===== src/rtl/interval_timer.sv =====
module interval_timer #(
  parameter int DATA_W  = 32,
  parameter int CNT_W   = 29,
  parameter int RUN_BIT = 31,
  parameter int REP_BIT = 30,
  parameter int ACK_BIT = 30
) (
  input  logic              clk,
  input  logic              rst_n,
  input  logic              tick,
  input  logic              wr_en,
  input  logic              addr,
  input  logic [DATA_W-1:0] wdata,
  output logic [DATA_W-1:0] rdata,
  output logic              irq
);
  localparam logic [CNT_W-1:0] ZERO = '0;

  logic             run, rep;
  logic [CNT_W-1:0] cnt, reload;

  wire ctl_wr = wr_en && !addr;
  wire ack_wr = wr_en && addr && wdata[ACK_BIT];
  wire at_end = (cnt == ZERO);
  wire expire = run && tick && at_end && !ctl_wr;

  always_ff @(posedge clk) begin
    if (!rst_n) begin
      run    <= 1'b0;
      rep    <= 1'b0;
      cnt    <= '0;
      reload <= '0;
    end else if (ctl_wr) begin
      run    <= wdata[RUN_BIT];
      rep    <= wdata[REP_BIT];
      reload <= wdata[CNT_W-1:0];
      cnt    <= wdata[CNT_W-1:0];
    end else if (run && tick) begin
      if (!at_end)  cnt <= cnt - 1'b1;
      else if (rep) cnt <= reload;
      else          run <= 1'b0;
    end
  end

  always_ff @(posedge clk) begin
    if (!rst_n)      irq <= 1'b0;
    else if (expire) irq <= 1'b1;
    else if (ack_wr) irq <= 1'b0;
  end

  logic [DATA_W-1:0] ctl_view, sts_view;
  always_comb begin
    ctl_view = '0;
    ctl_view[RUN_BIT] = run;
    ctl_view[REP_BIT] = rep;
    ctl_view[CNT_W-1:0] = reload;
    sts_view = '0;
    sts_view[CNT_W-1:0] = cnt;
  end

  assign rdata = addr ? sts_view : ctl_view;
endmodule


===== config.mk =====
export PLATFORM = sky130hd
export DESIGN_NAME = interval_timer
export DESIGN_NICKNAME = d
export VERILOG_FILES = /design/src/rtl/interval_timer.sv
export SDC_FILE = /design/constraint.sdc
export NUM_CORES = 1
export LEC_CHECK = 0
export ABC_CLOCK_PERIOD_IN_PS = 6150
export BUFFER_PORTS_ARGS = -buffer_cell sky130_fd_sc_hd__buf_4
export CAP_MARGIN = 30
export CELL_PAD_IN_SITES_DETAIL_PLACEMENT = 0
export CELL_PAD_IN_SITES_GLOBAL_PLACEMENT = 1
export CORE_MARGIN = 2
export CORE_UTILIZATION = 30
export DETAILED_ROUTE_END_ITERATION = 8
export PLACE_DENSITY = 0.74
export SETUP_SLACK_MARGIN = 0.05
export SKIP_LAST_GASP = 1
export SLEW_MARGIN = 30
export SYNTH_ARGS = -nofsm -noshare
export SYNTH_HDL_FRONTEND = slang
export SYNTH_SLANG_ARGS = --single-unit
export TNS_END_PERCENT = 10

===== constraint.sdc =====
create_clock -name clk -period 6.15 [get_ports clk]
set_clock_uncertainty 0.15 [all_clocks]
set_input_delay 1.23 -clock clk [delete_from_list [all_inputs] [get_ports clk]]
set_output_delay 1.23 -clock clk [all_outputs]
set_load 0.03 [all_outputs]

==> implementation parameters, run 1 <==
Parameter                              Value

Drt
  Routed wire length    about 11000 um
  Number of antenna-violating nets in the routed design    0
  Detailed-route wire length per cell    17.3 um
  DRT iter0 DRCs    270
  Total number of vias    3526
  Via-to-Cell Ratio    5.45
  Number of remaining DRC errors    0
  Total iterations of the first detailed-routing run    4

Floorplan
  Effective utilization at floorplan    30.8%
  Floorplan Core Area    12000 um^2
  Standard-cell rows    40
  Height of the die    115 um
  Number of top-level pins    70
  Chip Width    115 um
  Die area    13200 um^2

Timing
  Fin crit share    60.2%
  Sum of negative setup slack    0 ns
  Slew at the pin with the worst max-slew slack    0.937 ns
  Unrepaired setup endpoints after global routing    no
  Count of endpoints failing setup in the final report    0
  Final max-slew violation count    0
  Max-slew headroom at the worst pin    a little under two fifths
  Min setup slack post-route    2.45 ns
  Final hold violations    0
  Clock period minus worst slack    approximately 3.7 ns
  Maximum clock frequency    270 MHz

Power and ir drop
  Power share of the combinational group    about 25%
  Internal    0.858 mW
  Power per standard cell area    between 200 and 300 nW/um^2
  Largest vdd supply drop    between 0.1 and 0.15 mV
  Sequential Power Share    a little over a third
  Static leakage    1.80 nW
  Power share of the clock group    38.8%
  Switching pwr    0.390 mW
  Switching part of the total    31.3%

Setup path
  Cell with the largest stage delay on the worst path    sky130_fd_sc_hd__o41ai_4
  Length in cells of the worst reg-to-reg path    6
  Crit. path cell count    6
  WP data required    a little over 6 ns
  Cell type group with the largest total delay on the critical path    simple AND/OR/NAND/NOR gates
  CP max stage delay    0.89 ns
  Arrival time at the worst endpoint    3.75 ns
  Critical path type    reg2reg
  Critical path fanouts, max    18
  Count of buffering cells on the critical path with inverters included    0
  Nature of the critical path startpoint    flop
  Worst path cell trace    or4_1, or4_4, o41ai_4, nand2_4, nand2_1, o32ai_1
  Worst Setup End Kind    flop

Final layout
  ANT cells    0
  Area growth, synth to finish    21.8%
  Filler cell count in the final layout    around 1300
  Net total in the final layout    about 540
  Share of the core filled with cells    between 30% and 40%
  Non-Filler Instances    approximately 650
  Layout cell share with drive strength beyond 1    26.2%

Clock tree
  Clock root buffer    sky130_fd_sc_hd__clkbuf_16
  Clock sink total    61
  Clock latency reported for the late side of the worst-skew pair    0.33 ns
  Post-CTS setup buffer count    0
  Largest buffer count on any clock path    2
  TritonCTS clock tree    done
  CTS resizes    0
  Total number of H-tree levels    3
  Clock-pin slew on the worst setup and hold paths    0.05 ns
  CTS Hold Bufs    0
  Number of CTS-inserted buffers    9

Logic synthesis
  Fraction of the yosys area taken by sequential cells    33.0%
  Count of different cell masters after synthesis    67
  Post-synthesis cell count    455
  Register bit count reported by yosys    61
  Post-synth top cells    sky130_fd_sc_hd__nand2_1, sky130_fd_sc_hd__dfxtp_1, sky130_fd_sc_hd__nor2_1
  Nets in the synthesized netlist    slightly below 500
  Most frequent cell after synthesis    sky130_fd_sc_hd__nand2_1
  Synth Flop Type    sky130_fd_sc_hd__dfxtp_1
  Post-synth EDFFs    0
  Fraction of registers with async set/reset    0%
  Yosys top cell area share    33.0%
  Synthesis warning total    0
  Main area contributors after synthesis    sky130_fd_sc_hd__dfxtp_1, sky130_fd_sc_hd__mux2_2, sky130_fd_sc_hd__nand2_1
  Netlist area before placement    between 3000 and 4000 um^2
  Average cell area after synthesis    8.13 um^2
  Largest area contributor in the netlist    sky130_fd_sc_hd__dfxtp_1

GRT
  Global router's overall resource usage    between 15 and 20%
  Number of global-route vias before repair    3406
  Global-route wire length before repair    17900 um
  Congestion Overflow GR    0
  Initial antenna violation count    0
  Pin count of the biggest net entering global routing    60

Place
  Pre-CTS setup slack    roughly 2.4 ns
  Half-perimeter wire length after placement    7610 um
  Gp weighted congestion    0.805
  Total placed cells including tap cells    633
  Total of buffers placed on input and output ports    67

Status
  Outcome    complete, no violations

Hold path
  Number of instances on the worst hold path    2
  Worst Hold Class    reg2reg

Job
  Number of max-cap violations    0
flip-flops by register name, indices dropped and copies added (netlist names):
register / flops
irq: 1
reload: 29
rep: 1
cnt: 29
run: 1
power by group through the flow:
stage | Combinational, mW | Sequential [mW] | Clock [mW]
after global routing | 0.345 | 0.455 | 0.505
after CTS | 0.314 | 0.450 | 0.490
after detailed placement | 0.313 | 0.458 | 0
final | 0.313 | 0.451 | 0.484
after floorplan | 0.236 | 0.445 | 0
after global placement | 0.309 | 0.457 | 0
cell type report:
class / count / area [um^2] / area share [%]
Multi-Input combinational cell: 354 / 2280 / 50.7
Clock buffer: 13 / 280 / 6.22
Tap cell: 147 / 184 / 4.08
Clock inverter: 1 / 5.00 / 0.111
Inverter: 2 / 7.51 / 0.167
Sequential cell: 61 / 1220 / 27.1
Timing Repair Buffer: 69 / 526 / 11.7
cell usage in the layout, fill, tap and decap left out, types with 3 or more instances in the layout:
| master | count |
|---|---|
| sky130_fd_sc_hd__o311ai_0 | 5 |
| sky130_fd_sc_hd__a32o_1 | 4 |
| sky130_fd_sc_hd__nor3_1 | 16 |
| sky130_fd_sc_hd__or4_1 | 8 |
| sky130_fd_sc_hd__buf_4 | 68 |
| sky130_fd_sc_hd__o211ai_1 | 7 |
| sky130_fd_sc_hd__xor2_1 | 3 |
| sky130_fd_sc_hd__clkbuf_16 | 9 |
| sky130_fd_sc_hd__o31ai_1 | 4 |
| sky130_fd_sc_hd__o21ai_0 | 22 |
| sky130_fd_sc_hd__or3_1 | 4 |
| sky130_fd_sc_hd__o221a_2 | 3 |
| sky130_fd_sc_hd__a21boi_0 | 32 |
| sky130_fd_sc_hd__a211oi_1 | 5 |
| sky130_fd_sc_hd__nor2_1 | 33 |
| sky130_fd_sc_hd__nor2b_1 | 4 |
| sky130_fd_sc_hd__a21oi_1 | 9 |
| sky130_fd_sc_hd__nor4_1 | 6 |
| sky130_fd_sc_hd__nor4b_1 | 5 |
| sky130_fd_sc_hd__a31oi_1 | 7 |
| sky130_fd_sc_hd__o31a_1 | 4 |
| sky130_fd_sc_hd__nand2_1 | 84 |
| sky130_fd_sc_hd__and2_1 | 3 |
| sky130_fd_sc_hd__clkbuf_8 | 4 |
| sky130_fd_sc_hd__dfxtp_1 | 61 |
| sky130_fd_sc_hd__mux2_2 | 29 |
| sky130_fd_sc_hd__mux2i_1 | 3 |
| sky130_fd_sc_hd__nand3_1 | 11 |
worst min-delay path: cells and delay by family (launching register included):
family             cells  cell delay [ns]
and+or+nand+nor        1             0.05
DFF                    1             0.31
AOI/OAI and AO/OA      1             0.06
per-stage QoR:
| stage | hold slack (ns) | total power, mW | area [um^2] |
|---|---|---|---|
| floorplan | 0.301 | 0.680 | 3700 |
| global placement | 0.314 | 0.766 | 4200 |
| detailed placement | 0.323 | 0.772 | 4220 |
| CTS | 0.330 | 1.25 | 4500 |
| global route | 0.348 | 1.30 | 4510 |
| finish | 0.328 | 1.25 | 4510 |
routing by layer:
layer,share of wire [%],track usage (%)
met1,48,24.4
met2,46,26.4
met3,4.7,3.06
met4,1.7,5.38
met5,0,0
worst paths after layout:
kind,startpoint,slack [ns],end
worst max register to register,cnt[16],2.45,cnt[9]
worst min-delay path,reload[1],0.33,reload[1]
worst max-delay path,cnt[16],2.45,cnt[9]
worst min register to register,reload[1],0.33,reload[1]
kinds of logic (layout without fill, tap and decap cells):
logic type	after synthesis	count (layout)	synth area share [%]
compound gates	123	123	24.8
xor+xnor	5	5	1.18
fa+ha+maj	1	1	0.338
buf+inv	40	85	5.65
flops	61	61	33.0
mux	32	32	9.63
other cells	1	1	0.101
simple gates	192	192	25.3
No activity file was read; power rests on OpenSTA's default activity.
==> run 2: changes to the inputs <==
Settings changed: ABC_AREA from default to 1, ABC_CLOCK_PERIOD_IN_PS 6150 to 3560, PLACE_DENSITY 0.74 to 0.76.
Clock period 6.15 ns to 3.56 ns, I/O delays scaled along.
==> run 2 against run 1 <==
Clock power up 91%. First-iteration DRC count down 20%. Sequential power up 74%. Synthesized cell count up 46%. Via count up 23%. Wire length up 7.9%. Register-to-register slack worse by 1.3 ns. Largest cell class unchanged.
==> implementation parameters, run 2 <==
Parameter                              Value

Status
  Outcome    complete, no violations

Drt
  Detailed-route wire length per cell    13.4 um (-23%)
  Total number of vias    4329 (+23%)
  Total iterations of the first detailed-routing run    5 (+1)
  Via-to-Cell Ratio    4.80 (-12%)
  Total length of routed met2 wires    5630 um (+10%)
  WL met1    5670 um (+5.3%)
  Sum of met3 wire segment lengths after detailed routing    586 um (+11%)
  Number of remaining DRC errors    0 (unchanged)
  Uppermost metal layer occupied by signal nets    met4
  DRT iter0 DRCs    217 (-20%)
  Routed wire length    12100 um (+7.9%)
  Number of antenna-violating nets in the routed design    0 (unchanged)

Power and ir drop
  Power per standard cell area    474 nW/um^2 (+71%)
  Largest vdd supply drop    0.221 mV (+78%)
  Internal    1.55 mW (+81%)
  Switching pwr    0.809 mW (+110%)
  Power share of the combinational group    27.5% (+2.4 points)
  Power share of the clock group    39.2% (+0.4 points)
  Sequential Power Share    33.3% (-2.8 points)
  Switching part of the total    34.3% (+3.0 points)
  Static leakage    2.35 nW (+31%)

Clock tree
  Clock sink total    61 (unchanged)
  Total number of H-tree levels    3 (unchanged)
  CTS resizes    0 (unchanged)
  Post-CTS setup buffer count    0 (unchanged)
  TritonCTS clock tree    done
  CTS Hold Bufs    0 (unchanged)
  Clock root buffer    sky130_fd_sc_hd__clkbuf_16
  Largest buffer count on any clock path    2 (unchanged)
  Number of CTS-inserted buffers    9 (unchanged)
  Clock-pin slew on the worst setup and hold paths    0.05 ns (about the same)
  Clock latency reported for the late side of the worst-skew pair    0.34 ns (about the same)

Job
  Number of max-cap violations    0 (unchanged)

Floorplan
  Chip Width    120 um (+4.7%)
  Floorplan Core Area    13200 um^2 (+10%)
  Height of the die    120 um (+4.7%)
  Die area    14500 um^2 (+9.6%)
  Effective utilization at floorplan    30.7% (-0.087 points)
  Number of top-level pins    70 (unchanged)
  Standard-cell rows    42 (+5.0%)

Timing
  Sum of negative setup slack    0 ns (unchanged)
  Count of endpoints failing setup in the final report    0 (unchanged)
  Final hold violations    0 (unchanged)
  Unrepaired setup endpoints after global routing    no
  Final max-slew violation count    0 (unchanged)
  Slew at the pin with the worst max-slew slack    0.524 ns (-0.413 ns)
  Fin crit share    a little over two thirds
  Maximum clock frequency    between 300 and 400 MHz
  Clock period minus worst slack    2.50 ns
  Max-slew headroom at the worst pin    65.0% (+28 points)

GRT
  Pin count of the biggest net entering global routing    40 (-33%)
  Initial antenna violation count    0 (unchanged)
  Global router's overall resource usage    17.4% (+0.27 points)
  Global-route wire length before repair    19900 um (+12%)
  Number of global-route vias before repair    4064 (+19%)
  Congestion Overflow GR    0 (unchanged)

Setup path
  CP max stage delay    0.33 ns (-0.56 ns)
  Worst Setup End Kind    output port
  Critical path fanouts, max    34 (+16)
  Arrival time at the worst endpoint    1.64 ns (-2.11 ns)
  Worst path cell trace    buf_4, buf_4, nand2_1, o21ai_0, buf_4
  Count of buffering cells on the critical path with inverters included    3 (+3)
  WP data required    2.70 ns (-3.50 ns)
  First element of the critical path    addr
  Cell with the largest stage delay on the worst path    sky130_fd_sc_hd__buf_4
  Most frequent cell on the critical path    sky130_fd_sc_hd__buf_4
  Worst R2R Start    cnt[0]
  Cell type group with the largest total delay on the critical path    buffers and inverters
  Critical path type    in2out
  Nature of the critical path startpoint    primary input

Final layout
  Commonest non-fill, non-tap cell in the layout    sky130_fd_sc_hd__nand2_1
  Net total in the final layout    759 (+42%)
  Most frequent cells in the layout    sky130_fd_sc_hd__nand2_1, sky130_fd_sc_hd__inv_1, sky130_fd_sc_hd__nor2_1
  Largest registers ranked by flip-flop count    cnt: 29 flops, reload: 29 flops
  Non-Filler Instances    902 (+39%)
  Area growth, synth to finish    22.2%
  ANT cells    0 (unchanged)
  Layout cell share with drive strength beyond 1    16.7% (-9.5 points)

Logic synthesis
  Largest area contributor in the netlist    sky130_fd_sc_hd__dfxtp_1
  Most frequent cell after synthesis    sky130_fd_sc_hd__nand2_1
  Register bit count reported by yosys    61 (unchanged)
  Nets in the synthesized netlist    701 (+42%)
  Yosys top cell area share    30.0% (-3.0 points)
  Fraction of registers with async set/reset    0% (unchanged)
  Netlist area before placement    4070 um^2 (+9.9%)
  Main area contributors after synthesis    sky130_fd_sc_hd__dfxtp_1, sky130_fd_sc_hd__nand2_1, sky130_fd_sc_hd__inv_1
  Post-synthesis cell count    663 (+46%)
  Count of different cell masters after synthesis    35 (-48%)
  Fraction of the yosys area taken by sequential cells    30.0% (-3.0 points)
  Average cell area after synthesis    6.14 um^2 (-25%)
  Post-synth EDFFs    0 (unchanged)
  Post-synth top cells    sky130_fd_sc_hd__nand2_1, sky130_fd_sc_hd__inv_1, sky130_fd_sc_hd__nor2_1
  Synthesis warning total    0 (unchanged)
  Synth Flop Type    sky130_fd_sc_hd__dfxtp_1

Hold path
  Origin of the worst min-delay path    reload[7]
  Worst Hold Class    reg2reg

Place
  Gp weighted congestion    0.901 (+12%)
  Total placed cells including tap cells    886 (+40%)
  Total of buffers placed on input and output ports    67 (unchanged)
  Half-perimeter wire length after placement    8700 um (+14%)
## run 2: changes by cell type after synthesis, moves of 8 or more
| cell | previous run | this run |
|---|---|---|
| sky130_fd_sc_hd__inv_1 | 2 | 82 |
| sky130_fd_sc_hd__a21oi_1 | 9 | 57 |
| sky130_fd_sc_hd__o21ai_1 | 0 | 21 |
| sky130_fd_sc_hd__or4_1 | 8 | 0 |
| sky130_fd_sc_hd__clkbuf_1 | 23 | 11 |
| sky130_fd_sc_hd__mux2_2 | 29 | 0 |
| sky130_fd_sc_hd__nor3_1 | 16 | 1 |
| sky130_fd_sc_hd__a21boi_0 | 32 | 1 |
| sky130_fd_sc_hd__nand2_1 | 84 | 192 |
| sky130_fd_sc_hd__o21ai_0 | 22 | 35 |
| sky130_fd_sc_hd__nor2_1 | 33 | 78 |
| sky130_fd_sc_hd__nand4_1 | 1 | 16 |
| sky130_fd_sc_hd__nand3_1 | 12 | 44 |
## run 2: logic make-up (layout without fill, tap and decap cells)
group           after synthesis  in the layout  share of synthesized area [%]
buf+inv                     117            180                           13.0
compound gates              116            116                           14.7
fa+ha+maj                     1              1                          0.307
other cells                   1              1                         0.0922
simple gates                356            356                           39.5
xor+xnor                     11             11                           2.37
flops                        61             61                           30.0
## run 2: path summary, 6_finish.rpt
check,cells after the start,endpoint,slack [ns]
hold reg to reg,2,reload[7],0.32
setup reg to reg,11,cnt[21],1.16
hold / removal,2,reload[7],0.32
setup / recovery,5,rdata[7],1.06
## run 2: power groups by stage
stage          Sequential [mW]  Clock, mW  Combinational (mW)
6_report                 0.784      0.924               0.650
5_1_grt                  0.792      0.980               0.730
4_1_cts                  0.784      0.946               0.654
3_5_place_dp             0.798          0               0.651
2_1_floorplan            0.783          0               0.489
3_3_place_gp             0.797          0               0.643
## run 2: worst reg2reg max path, stage by stage (launching register included)
cell and delay, ns:
sky130_fd_sc_hd__dfxtp_1 0.36, sky130_fd_sc_hd__inv_1 0.09, sky130_fd_sc_hd__ha_1 0.34, sky130_fd_sc_hd__nand2_4 0.17, sky130_fd_sc_hd__nor2_8 0.07, sky130_fd_sc_hd__nand2_4 0.10, sky130_fd_sc_hd__nor2_8 0.07, sky130_fd_sc_hd__a21oi_4 0.45
sky130_fd_sc_hd__buf_4 0.30, sky130_fd_sc_hd__nand3_1 0.10, sky130_fd_sc_hd__nand2_1 0.06, sky130_fd_sc_hd__inv_1 0.04
## run 2: cell type report
type	instances	area, um^2
flip-flops and latches	61	1220
clock inverters	4	45.0
well taps	176	220
inverters	89	339
clock buffers	12	267
repair buffers	75	563
multi-input cells	485	2320
fillers	1467	8270
## run 2: metrics by stage
| stage | utilization, % | area (um^2) | setup WS, ns | total power, mW | hold slack, ns |
|---|---|---|---|---|---|
| floorplan | - | 4070 | 1.12 | 1.27 | 0.295 |
| global placement | 35.2 | 4660 | 0.929 | 1.44 | 0.301 |
| detailed placement | 35.2 | 4660 | 0.870 | 1.45 | 0.306 |
| CTS | 37.5 | 4970 | 1.06 | 2.38 | 0.318 |
| global route | 37.5 | 4970 | 0.970 | 2.50 | 0.332 |
| finish | 37.5 | 4970 | 1.06 | 2.36 | 0.317 |
## run 2: layer usage
metal / track usage (%) / vias to the layer above
li1: - / 2220
met1: 21.7 / 1993
met2: 29.0 / 97
met3: 4.67 / 19
met4: 6.03 / 0
met5: 0 / -
